$ cat config.mk
export PLATFORM = sky130hd
export DESIGN_NAME = phy_access_port
export DESIGN_NICKNAME = d
export VERILOG_FILES = /design/src/rtl/phyacc_pkg.sv /design/src/rtl/phyacc_hostreg.sv /design/src/rtl/phyacc_seq.sv /design/src/rtl/phyacc_phy_model.sv /design/src/rtl/phy_access_port.sv
export SDC_FILE = /design/constraint.sdc
export NUM_CORES = 1
export LEC_CHECK = 0
export BUFFER_PORTS_ARGS = -buffer_cell sky130_fd_sc_hd__buf_4
export CELL_PAD_IN_SITES_DETAIL_PLACEMENT = 0
export CELL_PAD_IN_SITES_GLOBAL_PLACEMENT = 1
export CORE_UTILIZATION = 50
export CTS_BUF_LIST = sky130_fd_sc_hd__clkbuf_16
export CTS_CLUSTER_DIAMETER = 200
export CTS_CLUSTER_SIZE = 28
export DETAILED_ROUTE_END_ITERATION = 6
export HOLD_SLACK_MARGIN = 0.02
export PLACE_DENSITY_LB_ADDON = 0.2
export SYNTH_ARGS = -nofsm -noshare
export SYNTH_HDL_FRONTEND = slang
export SYNTH_HIERARCHICAL = 1
export SYNTH_SLANG_ARGS = --single-unit
$ cat constraint.sdc
create_clock -name clk -period 2.6 [get_ports clk]
set_input_delay 0.13 -clock clk [delete_from_list [all_inputs] [get_ports clk]]
set_output_delay 0.13 -clock clk [all_outputs]
set_load 0.02 [all_outputs]
$ cat src/rtl/phyacc_pkg.sv
package phyacc_pkg;
   localparam int HOST_W    = 32;
   localparam int PHY_AW    = 6;
   localparam int PHY_DW    = 8;
   localparam int PHY_REGS  = 1 << PHY_AW;
   // field positions inside the host access register
   localparam int F_ADDR_LSB  = 0;
   localparam int F_WDAT_LSB  = 8;
   localparam int F_RDAT_LSB  = 16;
   localparam int F_WSTB_BIT  = 24;
   localparam int F_RSTB_BIT  = 25;
   localparam int F_ACK_BIT   = 26;

   typedef enum logic [1:0] {
      SQ_IDLE  = 2'd0,
      SQ_BUSY  = 2'd1,
      SQ_DONE  = 2'd2,
      SQ_BLOCK = 2'd3
   } seq_state_e;

   typedef struct packed {
      logic              we;
      logic [PHY_AW-1:0] addr;
      logic [PHY_DW-1:0] wdata;
   } phy_req_t;
endpackage

$ cat src/rtl/phyacc_hostreg.sv
module phyacc_hostreg
   import phyacc_pkg::*;
#(
   parameter int BUS_AW     = 12,
   parameter int REG_OFFSET = 16
) (
   input  logic              clk,
   input  logic              rst_n,
   input  logic              bus_we,
   input  logic [BUS_AW-1:0] bus_addr,
   input  logic [HOST_W-1:0] bus_wdata,
   output logic [HOST_W-1:0] bus_rdata,
   input  logic              ack_i,
   input  logic              cap_i,
   input  logic [PHY_DW-1:0] cap_data_i,
   output logic              stb_wr_o,
   output logic              stb_rd_o,
   output logic [PHY_AW-1:0] addr_o,
   output logic [PHY_DW-1:0] wdata_o
);
   localparam logic [BUS_AW-1:0] OFF_L = REG_OFFSET[BUS_AW-1:0];

   if (REG_OFFSET < 0 || REG_OFFSET >= (1 << BUS_AW) || (REG_OFFSET % 4) != 0) begin : g_bad_offset
      $error("REG_OFFSET must be word aligned and inside the host address space");
   end

   logic              hit;
   logic [PHY_AW-1:0] addr_q;
   logic [PHY_DW-1:0] wdat_q;
   logic [PHY_DW-1:0] rdat_q;
   logic              wstb_q;
   logic              rstb_q;
   logic [HOST_W-1:0] view;
   logic              unused_bits;

   assign hit         = (bus_addr == OFF_L);
   assign unused_bits = ^{bus_wdata[31:27], bus_wdata[26], bus_wdata[23:16], bus_wdata[7:6]};

   always_ff @(posedge clk or negedge rst_n) begin
      if (!rst_n) begin
         addr_q <= '0;
         wdat_q <= '0;
         wstb_q <= 1'b0;
         rstb_q <= 1'b0;
      end else if (bus_we && hit) begin
         addr_q <= bus_wdata[F_ADDR_LSB +: PHY_AW];
         wdat_q <= bus_wdata[F_WDAT_LSB +: PHY_DW];
         wstb_q <= bus_wdata[F_WSTB_BIT];
         rstb_q <= bus_wdata[F_RSTB_BIT];
      end
   end

   always_ff @(posedge clk or negedge rst_n) begin
      if (!rst_n) begin
         rdat_q <= '0;
      end else if (cap_i) begin
         rdat_q <= cap_data_i;
      end
   end

   always_comb begin
      view                          = '0;
      view[F_ADDR_LSB +: PHY_AW]    = addr_q;
      view[F_WDAT_LSB +: PHY_DW]    = wdat_q;
      view[F_RDAT_LSB +: PHY_DW]    = rdat_q;
      view[F_WSTB_BIT]              = wstb_q;
      view[F_RSTB_BIT]              = rstb_q;
      view[F_ACK_BIT]               = ack_i;
   end

   assign bus_rdata = hit ? view : '0;
   assign stb_wr_o  = wstb_q;
   assign stb_rd_o  = rstb_q;
   assign addr_o    = addr_q;
   assign wdata_o   = wdat_q;

   AST_RDATA_HOLD: assert property (@(posedge clk) disable iff (!rst_n)
      !cap_i |=> $stable(rdat_q));
   AST_FOREIGN_WRITE: assert property (@(posedge clk) disable iff (!rst_n)
      !(bus_we && hit) |=> $stable({addr_q, wdat_q, wstb_q, rstb_q}));
endmodule

$ cat src/rtl/phyacc_seq.sv
module phyacc_seq
   import phyacc_pkg::*;
(
   input  logic              clk,
   input  logic              rst_n,
   input  logic              stb_wr_i,
   input  logic              stb_rd_i,
   input  logic [PHY_AW-1:0] addr_i,
   input  logic [PHY_DW-1:0] wdata_i,
   output logic              req_valid_o,
   output phy_req_t          req_o,
   input  logic              rsp_valid_i,
   input  logic [PHY_DW-1:0] rsp_data_i,
   output logic              ack_o,
   output logic              cap_o,
   output logic [PHY_DW-1:0] cap_data_o
);
   seq_state_e state_q;
   logic       req_q;
   phy_req_t   pkt_q;
   logic       ack_q;
   logic       any_stb;
   logic       one_stb;

   assign any_stb = stb_wr_i | stb_rd_i;
   assign one_stb = stb_wr_i ^ stb_rd_i;

   always_ff @(posedge clk or negedge rst_n) begin
      if (!rst_n) begin
         state_q <= SQ_IDLE;
         req_q   <= 1'b0;
         pkt_q   <= '0;
         ack_q   <= 1'b0;
      end else begin
         req_q <= 1'b0;
         unique case (state_q)
            SQ_IDLE: begin
               if (one_stb) begin
                  req_q   <= 1'b1;
                  pkt_q   <= '{we: stb_wr_i, addr: addr_i, wdata: wdata_i};
                  state_q <= SQ_BUSY;
               end else if (any_stb) begin
                  state_q <= SQ_BLOCK;
               end
            end
            SQ_BUSY: begin
               if (rsp_valid_i) begin
                  ack_q   <= 1'b1;
                  state_q <= SQ_DONE;
               end
            end
            SQ_DONE: begin
               if (!any_stb) begin
                  ack_q   <= 1'b0;
                  state_q <= SQ_IDLE;
               end
            end
            SQ_BLOCK: begin
               if (!any_stb) state_q <= SQ_IDLE;
            end
            default: state_q <= SQ_IDLE;
         endcase
      end
   end

   assign req_valid_o = req_q;
   assign req_o       = pkt_q;
   assign ack_o       = ack_q;
   assign cap_o       = (state_q == SQ_BUSY) && rsp_valid_i && !pkt_q.we;
   assign cap_data_o  = rsp_data_i;

   AST_ACK_HOLD: assert property (@(posedge clk) disable iff (!rst_n)
      (ack_o && any_stb) |=> ack_o);
   AST_ACK_AFTER_RSP: assert property (@(posedge clk) disable iff (!rst_n)
      $rose(ack_o) |-> $past(rsp_valid_i));
   AST_ACK_DROP: assert property (@(posedge clk) disable iff (!rst_n)
      (ack_o && !any_stb) |=> !ack_o);
   AST_REQ_PULSE: assert property (@(posedge clk) disable iff (!rst_n)
      req_valid_o |=> !req_valid_o);
   AST_REQ_SINGLE_STB: assert property (@(posedge clk) disable iff (!rst_n)
      req_valid_o |-> $past(stb_wr_i ^ stb_rd_i));
endmodule

$ cat src/rtl/phyacc_phy_model.sv
module phyacc_phy_model
   import phyacc_pkg::*;
#(
   parameter int LATENCY     = 3,
   parameter int MAX_LATENCY = 64
) (
   input  logic              clk,
   input  logic              rst_n,
   input  logic              req_valid_i,
   input  phy_req_t          req_i,
   output logic              rsp_valid_o,
   output logic [PHY_DW-1:0] rsp_data_o
);
   if (LATENCY < 1 || LATENCY > MAX_LATENCY) begin : g_bad_latency
      $error("LATENCY must lie between 1 and MAX_LATENCY");
   end

   logic [PHY_DW-1:0] mem_q [PHY_REGS];
   logic              rsp_q;
   logic [PHY_DW-1:0] rdat_q;

   if (LATENCY == 1) begin : g_direct
      always_ff @(posedge clk or negedge rst_n) begin
         if (!rst_n) begin
            for (int i = 0; i < PHY_REGS; i++) mem_q[i] <= '0;
            rsp_q  <= 1'b0;
            rdat_q <= '0;
         end else begin
            rsp_q <= 1'b0;
            if (req_valid_i) begin
               rsp_q  <= 1'b1;
               rdat_q <= mem_q[req_i.addr];
               if (req_i.we) mem_q[req_i.addr] <= req_i.wdata;
            end
         end
      end
   end else begin : g_delayed
      localparam int CNT_W = $clog2(LATENCY + 1);
      logic [CNT_W-1:0] cnt_q;
      logic             pend_q;
      phy_req_t         hold_q;

      always_ff @(posedge clk or negedge rst_n) begin
         if (!rst_n) begin
            for (int i = 0; i < PHY_REGS; i++) mem_q[i] <= '0;
            rsp_q  <= 1'b0;
            rdat_q <= '0;
            cnt_q  <= '0;
            pend_q <= 1'b0;
            hold_q <= '0;
         end else begin
            rsp_q <= 1'b0;
            if (req_valid_i) begin
               pend_q <= 1'b1;
               cnt_q  <= CNT_W'(LATENCY - 1);
               hold_q <= req_i;
            end else if (pend_q) begin
               cnt_q <= cnt_q - 1'b1;
               if (cnt_q == CNT_W'(1)) begin
                  pend_q <= 1'b0;
                  rsp_q  <= 1'b1;
                  rdat_q <= mem_q[hold_q.addr];
                  if (hold_q.we) mem_q[hold_q.addr] <= hold_q.wdata;
               end
            end
         end
      end

      AST_NO_OVERLAP: assert property (@(posedge clk) disable iff (!rst_n)
         req_valid_i |-> !pend_q);
   end

   assign rsp_valid_o = rsp_q;
   assign rsp_data_o  = rdat_q;
endmodule

$ cat src/rtl/phy_access_port.sv
module phy_access_port
   import phyacc_pkg::*;
#(
   parameter int BUS_AW      = 12,
   parameter int REG_OFFSET  = 16,
   parameter int PHY_LATENCY = 3,
   parameter int MAX_LATENCY = 64
) (
   input  logic              clk,
   input  logic              rst_n,
   input  logic              bus_we,
   input  logic [BUS_AW-1:0] bus_addr,
   input  logic [31:0]       bus_wdata,
   output logic [31:0]       bus_rdata
);
   logic              stb_wr;
   logic              stb_rd;
   logic [PHY_AW-1:0] reg_addr;
   logic [PHY_DW-1:0] reg_wdat;
   logic              ack;
   logic              cap;
   logic [PHY_DW-1:0] cap_data;
   logic              req_valid;
   phy_req_t          req;
   logic              rsp_valid;
   logic [PHY_DW-1:0] rsp_data;

   phyacc_hostreg #(
      .BUS_AW     (BUS_AW),
      .REG_OFFSET (REG_OFFSET)
   ) i_hostreg (
      .clk        (clk),
      .rst_n      (rst_n),
      .bus_we     (bus_we),
      .bus_addr   (bus_addr),
      .bus_wdata  (bus_wdata),
      .bus_rdata  (bus_rdata),
      .ack_i      (ack),
      .cap_i      (cap),
      .cap_data_i (cap_data),
      .stb_wr_o   (stb_wr),
      .stb_rd_o   (stb_rd),
      .addr_o     (reg_addr),
      .wdata_o    (reg_wdat)
   );

   phyacc_seq i_seq (
      .clk         (clk),
      .rst_n       (rst_n),
      .stb_wr_i    (stb_wr),
      .stb_rd_i    (stb_rd),
      .addr_i      (reg_addr),
      .wdata_i     (reg_wdat),
      .req_valid_o (req_valid),
      .req_o       (req),
      .rsp_valid_i (rsp_valid),
      .rsp_data_i  (rsp_data),
      .ack_o       (ack),
      .cap_o       (cap),
      .cap_data_o  (cap_data)
   );

   phyacc_phy_model #(
      .LATENCY     (PHY_LATENCY),
      .MAX_LATENCY (MAX_LATENCY)
   ) i_phy (
      .clk         (clk),
      .rst_n       (rst_n),
      .req_valid_i (req_valid),
      .req_i       (req),
      .rsp_valid_o (rsp_valid),
      .rsp_data_o  (rsp_data)
   );
endmodule

==> impl_metrics.json, run 1 <==
{
  "grt_antenna_before_repair": 1,
  "number_of_global_route_vias_before_repair": 18000,
  "yosys.cell_types.count": 74,
  "worst-path-max-fanout": 17,
  "layout_commonest_cell": "dfrtp_1",
  "placed_area_um2": 29500,
  "place.detailed.instances": 2701,
  "power.leakage_nw": 14.4,
  "cap_violations": 0,
  "critical_path.startpoint": "i_phy/g_delayed.hold_q[9]$_DFFE_PN0P_",
  "synth.top_cell.area_share": 0.536,
  "routed-wl-met2_um": 34800,
  "setup.worst_path.start_class": "flip-flop",
  "fin_cells": 2752,
  "grt_first_pass_wirelength_um": 115000,
  "pre_cts_ws_ns": 0.0318,
  "hold_path.class": "primary input to flip-flop",
  "root_buffer": "clkbuf_16",
  "synthesis.yosys.warnings": 6,
  "drive_above_1_share": 0.473,
  "final_routed_drc_violation_total": 0,
  "die_area_um2": 55300,
  "antenna_cells": 0,
  "internal_power_mw": 10.9,
  "p_clk_frac": 0.321,
  "status": "finished, final reports clean",
  "syn-instance-count": 1924,
  "maxSlewHeadroom": 0.260,
  "pwr-share-comb": 0.028,
  "critical-path-top-delay-family": "simple AND/OR/NAND/NOR gates",
  "setup.worst_path.class": "flip-flop to flip-flop",
  "synth_area_leader_cell": "dfrtp_1",
  "synth.cell_area_um2": 27200,
  "core-area_um2": 53800,
  "rsz_0062_raised_after_global_routing": "yes",
  "die_height_um": 235,
  "final_cell_mix": "dfrtp_1 (571), mux2_2 (552), buf_4 (179)",
  "clkLatencyLatePin_ns": 0.62,
  "top_layer": "met5",
  "stdcell_area_um2": 30400,
  "critPathArrivalTime_ns": 3.08,
  "fin_nets": 2102,
  "achievable-frequency_mhz": 385,
  "met3_routed_length_um": 3730,
  "postSynthRegisterBits": 582,
  "worst_ir_drop_on_vdd_v": 0.000513,
  "critical-path-top-cell-by-count": "buf_4",
  "critical_path.slowest_cell": "dfrtp_4",
  "floorplan.initialDensity": 0.505,
  "worst_slew_pin_slew_ns": 1.11,
  "finalClockSkew_ns": 0.0395,
  "boundaryPins": 79,
  "p_switching_mw": 3.14,
  "cts-buffers-inserted": 24,
  "grt_usage": 0.273,
  "clock_tree.htree_level_count": 1,
  "fin_ws_ns": 0.00542,
  "max-clock-path-buffers": 3,
  "power_switching_share": 0.223,
  "slowest_delay_ns": 0.50,
  "count_of_flip_flops_with_a_built_in_enable_after_synthesis": 0,
  "fp.dieW_um": 235,
  "overall_via_count_from_detail_route": 16800,
  "grt_start_max_net_pins": 78,
  "number_of_max_slew_violations_in_the_final_report": 0,
  "period_needed_ns": 2.59,
  "floorplan.rows": 85,
  "synth-seq-area-share": 0.536,
  "detail_route.wl_per_cell_um": 26.9,
  "post_drt_via_cell_ratio": 6.10,
  "initialDrtViolationCount": 1215,
  "drt-pass1-iter-count": 6,
  "cp.buffers_inverters": 4,
  "final_antenna_net_count": 0,
  "final_cycle_share": 0.998,
  "timing.critical_path.cells": "buf_4, buf_4, inv_2, buf_12, nor3_2, nand2_1, mux2_2",
  "place.gp.congestion": 0.875,
  "timing.critical_path.to_type": "flip-flop",
  "p_per_area_nw_per_um2": 462,
  "postSynth.topFlopCell": "dfrtp_1",
  "grt_overflow": 0,
  "port_buffers": 55,
  "dp_hpwl_um": 50600,
  "sequentialPowerShare": 0.651,
  "synth_area_per_cell_um2": 14.1,
  "layout-area-overhead-vs-synth_pct": 11.8,
  "cts_num_sinks": 582,
  "cp.required_ns": 3.09,
  "cts_tree": "done",
  "setup-tns-final_ns": 0,
  "min_from": "bus_we",
  "synth_async_sr_flop_share": 1.00,
  "crit-reg2reg-launch": "i_phy/g_delayed.hold_q[9]$_DFFE_PN0P_",
  "holdWs_ns": 0.0906,
  "final_hold_viol_count": 0,
  "clock_transition_at_the_registers_of_the_reported_paths_ns": 0.11,
  "routed_wirelength_um": 74100,
  "ys_top_cells_by_area": "dfrtp_1 (54%), mux2_2 (23%), mux4_2 (3.1%), mux2i_1 (2.2%), nor2_4 (1.8%)",
  "route.layer.met1.wl_um": 32900,
  "final-setup-viol-count": 0
}
## cells by family after synthesis
family / share of synthesized area
mux: 0.308
flops: 0.536
simple gates: 0.0607
compound gates: 0.0624
buf+inv: 0.0318
fa+ha+maj: 0.000920
other cells: 0.000138
xor+xnor: 0.000322
## routing by layer
metal | global-route usage | vias up
li1 | - | 7275
met1 | 0.383 | 8951
met2 | 0.436 | 433
met3 | 0.0439 | 130
met4 | 0.0897 | 2
met5 | 0 | -
## state kept, by name, summed over array words and instances, names as in the netlist
name / count
i_phy/rsp_data_o: 8
i_phy/g_delayed.pend_q: 1
i_hostreg/addr_o: 6
i_seq/req_o: 15
i_hostreg/stb_rd_o: 1
i_seq/state_q: 2
i_seq/req_valid_o: 1
i_phy/g_delayed.hold_q: 15
i_phy/rsp_valid_o: 1
i_seq/ack_o: 1
i_hostreg/rdat_q: 8
i_phy/g_delayed.cnt_q: 2
i_hostreg/stb_wr_o: 1
i_phy/mem_q: 512
i_hostreg/wdata_o: 8
## worst paths after layout
check | end | slack, ns | cells after the start
setup / recovery | i_phy/mem_q[492]$_DFFE_PN0P_ | 0.005 | 7
hold / removal | i_hostreg/addr_o[2]$_DFFE_PN0P_ | 0.09 | 3
setup reg to reg | i_phy/mem_q[492]$_DFFE_PN0P_ | 0.005 | 7
hold reg to reg | i_phy/mem_q[308]$_DFFE_PN0P_ | 0.50 | 1
max in group asynchronous | i_phy/mem_q[268]$_DFFE_PN0P_ | 1.57 | 3
min in group asynchronous | i_phy/mem_q[418]$_DFFE_PN0P_ | 0.13 | 2
## stage by stage
step | utilization | power, mW
final | 0.565 | 14.1
after global routing | 0.565 | 14.5
after CTS | 0.563 | 14.2
after detailed placement | 0.548 | 9.71
after global placement | 0.548 | 9.69
after floorplan | - | 9.43
## power by group through the flow
stage	Sequential [mW]	Combinational, mW	Clock, mW
6_report	9.15	0.387	4.52
5_1_grt	9.16	0.443	4.95
4_1_cts	9.15	0.400	4.67
3_5_place_dp	9.33	0.377	0
3_3_place_gp	9.33	0.362	0
2_1_floorplan	9.30	0.132	0
## cells in the mapped netlist (16+ instances only)
library cell    n
dfrtp_1       582
mux2_2        552
clkbuf_1       71
mux2i_1        59
nand2_1        59
nor2_4         44
a22oi_1        41
mux4_2         38
mux2_1         37
and2_1         31
o21ai_0        31
a21oi_1        30
a221oi_1       30
buf_2          28
buf_4          28
nor2_1         27
mux2_4         20
o22ai_1        16
## area by class of cell
| type | count | area (um^2) |
|---|---|---|
| Fill cell | 4347 | 23400 |
| Sequential cell | 582 | 14600 |
| Multi-Input combinational cell | 1192 | 11800 |
| Timing Repair Buffer | 244 | 2460 |
| Tap cell | 696 | 871 |
| Clock buffer | 24 | 601 |
| Clock inverter | 5 | 36.3 |
| Inverter | 9 | 33.8 |
## worst reg2reg max path, cell delays in order (launching register included)
cell and delay (ns):
dfrtp_4 0.50, buf_4 0.20, buf_4 0.18, inv_2 0.07, buf_12 0.17, nor3_2 0.44
nand2_1 0.49, mux2_2 0.42
## timing repair
| action | CTS | global route |
|---|---|---|
| buffers inserted | 0 | 5 |
| endpoints found under the hold margin | 131 | 0 |
| resized for setup | 0 | 7 |
| hold buffers | 17 | 0 |
| setup endpoints to repair | 0 | 57 |
No activity file was read; power rests on OpenSTA's default activity.
==> run 2: changes to the inputs <==
- CORE_UTILIZATION: 50 -> 45
- SKIP_LAST_GASP: unset -> 1
- SLEW_MARGIN: unset -> 20
==> run 2 against run 1 <==
Compared with the run above:
- register-to-register slack improved by 0.04 ns
- final cell count up 3.4%
- die area up 11%
- largest cell class unchanged
- highest routed layer is now met4
==> impl_metrics.json, run 2 (same netlist as run 1, synthesis figures left out) <==
{
  "p_per_area_nw_per_um2": 459,
  "final_cell_mix": "dfrtp_1 (571), mux2_2 (552), buf_4 (186)",
  "core-area_um2": 59400,
  "grt_overflow": 0,
  "rsz_0062_raised_after_global_routing": "yes",
  "status": "finished, final reports clean",
  "floorplan.initialDensity": 0.458,
  "worst-path-max-fanout": 21,
  "achievable-frequency_mhz": 392,
  "max-clock-path-buffers": 3,
  "crit-reg2reg-launch": "i_phy/g_delayed.hold_q[10]$_DFFE_PN0P_",
  "clock_transition_at_the_registers_of_the_reported_paths_ns": 0.12,
  "cts-buffers-inserted": 24,
  "cp.buffers_inverters": 3,
  "boundaryPins": 79,
  "final_routed_drc_violation_total": 0,
  "routed_wirelength_um": 77000,
  "clkLatencyLatePin_ns": 0.60,
  "port_buffers": 55,
  "power.leakage_nw": 14.5,
  "die_height_um": 248,
  "fin_ws_ns": 0.0463,
  "fin_nets": 2117,
  "grt_usage": 0.258,
  "cts_num_sinks": 582,
  "fp.dieW_um": 248,
  "setup.worst_path.start_class": "flip-flop",
  "period_needed_ns": 2.55,
  "clock_tree.htree_level_count": 1,
  "placed_area_um2": 29900,
  "cp.required_ns": 3.10,
  "post_drt_via_cell_ratio": 5.94,
  "worstRegToRegCells": 9,
  "overall_via_count_from_detail_route": 16900,
  "pre_cts_ws_ns": -0.00139,
  "detail_route.wl_per_cell_um": 27.1,
  "number_of_global_route_vias_before_repair": 17700,
  "die_area_um2": 61400,
  "worst_ir_drop_on_vdd_v": 0.000491,
  "final_hold_viol_count": 0,
  "critPathArrivalTime_ns": 3.05,
  "timing.critical_path.cells": "buf_4, buf_12, mux2_2, a22oi_1, a21oi_1, o21ai_0, buf_4, o2111ai_1, o22a_1",
  "grt_first_pass_wirelength_um": 118000,
  "holdPathStages": 3,
  "maxSlewHeadroom": 0.448,
  "initialDrtViolationCount": 1408,
  "place.gp.congestion": 0.864,
  "min_from": "bus_we",
  "layout-area-overhead-vs-synth_pct": 13.0,
  "number_of_max_slew_violations_in_the_final_report": 0,
  "final_cycle_share": 0.982,
  "grt_antenna_before_repair": 0,
  "setup-tns-final_ns": 0,
  "drive_above_1_share": 0.477,
  "dp_hpwl_um": 52200,
  "finalClockSkew_ns": 0.0146,
  "cap_violations": 0,
  "critical-path-top-delay-family": "compound AO/OA/AOI/OAI gates",
  "top_reg_by_flops": "i_phy/mem_q",
  "final_antenna_net_count": 0,
  "regToRegSetupSlack_ns": 0.05,
  "hold_path.class": "primary input to flip-flop",
  "cts_tree": "done",
  "floorplan.rows": 89,
  "stdcell_area_um2": 30700,
  "power_mw": 14.1,
  "setup.worst_path.class": "flip-flop to flip-flop",
  "timing.critical_path.to_type": "flip-flop",
  "grt_start_max_net_pins": 90,
  "final-setup-viol-count": 0,
  "drt-pass1-iter-count": 5,
  "critical-path-top-cell-by-count": "buf_4",
  "number_of_flip_flops_in_the_largest_register": 512,
  "root_buffer": "clkbuf_16",
  "min_delay_worst_endpoint": "i_hostreg/addr_o[3]$_DFFE_PN0P_",
  "critical_path.slowest_cell": "dfrtp_4",
  "slowest_delay_ns": 0.60,
  "worst_slew_pin_slew_ns": 0.828,
  "r2r_path_end": "i_phy/rsp_data_o[3]$_DFFE_PN0P_",
  "layout_commonest_cell": "dfrtp_1"
}
==> run 2: layout make-up <==
cell class | count | area (um^2)
diodes | 1 | 2.50
clock buffers | 25 | 626
clock inverters | 4 | 20.0
fillers | 5072 | 28600
inverters | 9 | 33.8
multi-input cells | 1192 | 11800
flip-flops and latches | 582 | 14600
well taps | 773 | 967
repair buffers | 259 | 2680
==> run 2: routing by layer <==
metal	track usage	up-vias	share of wire
met5	0	-	0
met2	0.419	404	0.48
li1	-	7311	-
met3	0.0232	86	0.040
met4	0.0565	0	0.024
met1	0.374	9112	0.46
==> run 2: how the worst max path moves through the flow <==
stage / start / endpoint / slack [ns] / cells after the start
2_1_floorplan: i_phy/g_delayed.cnt_q[1]$_DFFE_PN0P_ / i_phy/mem_q[400]$_DFFE_PN0P_ / 0.63 / 9
3_3_place_gp: i_phy/g_delayed.hold_q[10]$_DFFE_PN0P_ / i_phy/rsp_data_o[0]$_DFFE_PN0P_ / -0.02 / 9
3_5_place_dp: i_phy/g_delayed.hold_q[10]$_DFFE_PN0P_ / i_phy/rsp_data_o[0]$_DFFE_PN0P_ / -0.001 / 9
4_1_cts: i_phy/g_delayed.hold_q[9]$_DFFE_PN0P_ / i_phy/rsp_data_o[2]$_DFFE_PN0P_ / 0.05 / 7
5_1_grt: i_phy/g_delayed.hold_q[10]$_DFFE_PN0P_ / i_phy/rsp_data_o[7]$_DFFE_PN0P_ / -0.03 / 7
6_report: i_phy/g_delayed.hold_q[10]$_DFFE_PN0P_ / i_phy/rsp_data_o[3]$_DFFE_PN0P_ / 0.05 / 9
==> run 2: what timing repair did <==
item	CTS	global route
hold buffers	17	0
endpoints found under the hold margin	123	0
setup buffers	5	0
endpoints found under the setup margin	1	4
gates resized for setup	1	3
pin swaps	0	2
==> run 2: tightest hold or removal path, cell delays in order <==
cell and delay (ns):
buf_4 0.12, nand4_4 0.23, mux2_2 0.21
==> run 2: power breakdown <==
| part | switching, mW | internal (mW) |
|---|---|---|
| combinational | 0.258 | 0.133 |
| clock | 2.80 | 1.74 |
| sequential | 0.0599 | 9.10 |
==> run 2: through the flow <==
stage	instances	util	hold WS [ns]
6_report	2845	0.518	0.122
5_1_grt	2844	0.518	0.132
4_1_cts	2844	0.517	0.0966
3_5_place_dp	2793	0.503	0.183
3_3_place_gp	2793	0.503	0.187
2_1_floorplan	1930	-	-0.166
==> run 3: changes to the inputs <==
- SYNTH_HIERARCHICAL: 1 -> unset
- TNS_END_PERCENT: unset -> 1
==> run 3 against run 2 <==
Compared with the run above:
- the flow now finishes with violations (setup timing)
- sequential power grew 0.8%
- cell area shrank 2.4%
- combinational power grew 23%
- largest cell class unchanged
==> impl_metrics.json, run 3 <==
{
  "status": "finished, violations left",
  "failed_checks": "setup timing",
  "power.leakage_nw": 14.1,
  "p_per_area_nw_per_um2": 474,
  "setup.worst_path.start_class": "flip-flop",
  "root_buffer": "clkbuf_16",
  "fin_nets": 2083,
  "clock_transition_at_the_registers_of_the_reported_paths_ns": 0.12,
  "maxSlewHeadroom": 0.450,
  "syn-instance-count": 1924,
  "worst-path-max-fanout": 22,
  "worst_ir_drop_on_vdd_v": 0.000423,
  "period_needed_ns": 2.62,
  "die_area_um2": 60900,
  "finalClockSkew_ns": 0.0423,
  "number_of_global_route_vias_before_repair": 17500,
  "critical-path-top-delay-family": "compound AO/OA/AOI/OAI gates",
  "critPathArrivalTime_ns": 3.14,
  "die_height_um": 247,
  "final-setup-viol-count": 1,
  "worst_slew_pin_slew_ns": 0.823,
  "critical_path.startpoint": "i_phy.g_delayed.hold_q[10]$_DFFE_PN0P_",
  "final_routed_drc_violation_total": 0,
  "number_of_max_slew_violations_in_the_final_report": 0,
  "rsz_0062_raised_after_global_routing": "yes",
  "yosys-top-cells-count": "dfrtp_1 (582), mux2_2 (574), mux2i_1 (76)",
  "clkLatencyLatePin_ns": 0.62,
  "ff_latch_area_um2": 14600,
  "layout_commonest_cell": "mux2_2",
  "drt-pass1-iter-count": 5,
  "critical-path-top-cell-by-count": "buf_12",
  "core-area_um2": 59100,
  "fin_ws_ns": -0.0198,
  "grt_antenna_before_repair": 3,
  "initialDrtViolationCount": 1056,
  "busiest_layer": "met2",
  "yosys.cell_types.count": 69,
  "achievable-frequency_mhz": 382,
  "power_mw": 14.2,
  "timing.critical_path.to_type": "flip-flop",
  "cts-buffers-inserted": 24,
  "cp.buffers_inverters": 2,
  "fillers": 5050,
  "final_util": 0.507,
  "grt_usage": 0.250,
  "cts_num_sinks": 582,
  "postSynthRegisterBits": 582,
  "multi_input_area_um2": 11600,
  "ys_top_cells_by_area": "dfrtp_1 (54%), mux2_2 (24%), mux4_2 (3.2%), mux2i_1 (2.8%), a221oi_1 (1.8%)",
  "setup.worst_path.class": "flip-flop to flip-flop",
  "timing.critical_path.cells": "buf_12, buf_12, mux2_2, a221oi_1, o2111ai_1, o32a_1",
  "clock_tree.htree_level_count": 1,
  "fp.dieW_um": 247,
  "overall_via_count_from_detail_route": 16500,
  "final_cell_mix": "mux2_2 (574), dfrtp_1 (571), buf_4 (161)",
  "final_hold_viol_count": 0,
  "slowest_delay_ns": 0.59,
  "dp_hpwl_um": 51200,
  "floorplan.initialDensity": 0.456,
  "cap_violations": 0,
  "synth_async_sr_flop_share": 1.00,
  "number_of_flip_flops_in_the_largest_register": 512,
  "crit-reg2reg-launch": "i_phy.g_delayed.hold_q[10]$_DFFE_PN0P_",
  "drive_above_1_share": 0.460,
  "detail_route.wl_per_cell_um": 26.4,
  "final_antenna_net_count": 0,
  "boundaryPins": 79,
  "synth_area_leader_cell": "dfrtp_1",
  "floorplan.rows": 89,
  "grt_first_pass_wirelength_um": 114000,
  "grt_start_max_net_pins": 82,
  "final_cycle_share": 1.01,
  "synth.cell_area_um2": 26900,
  "synth.top_cell.area_share": 0.541,
  "gr-usage-met3": 0.0231,
  "cp.required_ns": 3.12,
  "cts_tree": "done",
  "hold_path.class": "primary input to asynchronous set/reset pin",
  "synth_area_per_cell_um2": 14.0,
  "place.gp.congestion": 0.893,
  "top_reg_by_flops": "i_phy.mem_q",
  "routed_wirelength_um": 74000,
  "synth-seq-area-share": 0.541,
  "grt_overflow": 0,
  "met1_usage_grt": 0.365,
  "max-clock-path-buffers": 3,
  "postSynth.topFlopCell": "dfrtp_1",
  "layout-area-overhead-vs-synth_pct": 11.2,
  "setup-tns-final_ns": -0.0198,
  "synthesis.yosys.warnings": 0,
  "count_of_flip_flops_with_a_built_in_enable_after_synthesis": 0,
  "post_drt_via_cell_ratio": 5.88,
  "critical_path.slowest_cell": "dfrtp_4",
  "port_buffers": 55,
  "met2_usage": 0.407,
  "most_instantiated_library_cell_after_synthesis": "dfrtp_1"
}
-- run 3: cells by family (layout without fill, tap and decap cells) --
logic type      after synthesis  after routing  synth area share
flops                       582            582             0.541
buf+inv                     156            259            0.0315
other cells                   1              8          0.000139
xor+xnor                      1              1          0.000325
fa+ha+maj                     6              6           0.00279
compound gates              228            228            0.0614
mux                         702            702             0.306
simple gates                248            248            0.0575
-- run 3: repair_timing --
item	CTS	global route
hold buffers	17	0
endpoints found under the hold margin	389	0
setup endpoints to repair	0	4
setup buffers	0	1
resized for setup	0	2
-- run 3: through the flow --
stage          setup WS, ns  hold WS (ns)  cells  cell area (um^2)
5_1_grt             -0.0339        0.0971   2806             30000
4_1_cts             0.00222        0.0469   2805             30000
3_3_place_gp         0.0307         0.108   2759             29200
3_5_place_dp         0.0163         0.113   2759             29200
6_report            -0.0198        0.0616   2807             30000
2_1_floorplan         0.691        -0.166   1930             27000
-- run 3: path summary, 6_finish.rpt --
path                       slack, ns                                     to  cells past startpoint
hold / removal                  0.06        i_hostreg.rdat_q[0]$_DFFE_PN0P_                      2
max in group asynchronous       1.62  i_phy.g_delayed.hold_q[2]$_DFFE_PN0P_                      4
min in group clk                0.29         i_hostreg.stb_wr_o$_DFFE_PN0P_                      3
setup reg to reg               -0.02        i_phy.rsp_data_o[0]$_DFFE_PN0P_                      6
hold reg to reg                 0.49           i_phy.mem_q[459]$_DFFE_PN0P_                      1
setup / recovery               -0.02        i_phy.rsp_data_o[0]$_DFFE_PN0P_                      6
-- run 3: power breakdown --
part           switching, mW  leakage, nW  total [mW]  internal [mW]
Combinational          0.296         5.69       0.480          0.184
Clock                   2.81        0.323        4.50           1.69
Sequential            0.0938         8.11        9.23           9.14
-- run 3: per-layer routing --
metal  wire, um  share of wire
met1      34100           0.46
met2      35300           0.48
met3       2870          0.039
met4       1640          0.022
met5         10        0.00014
-- run 3: layout make-up --
class                      instances  share of cell area
tap                              773              0.0323
clock buffer                      24              0.0200
antenna                            1           0.0000835
multi-input combinational       1192               0.386
clock inverter                     5             0.00121
timing repair buffer             218              0.0726
inverter                          12             0.00154
sequential                       582               0.487
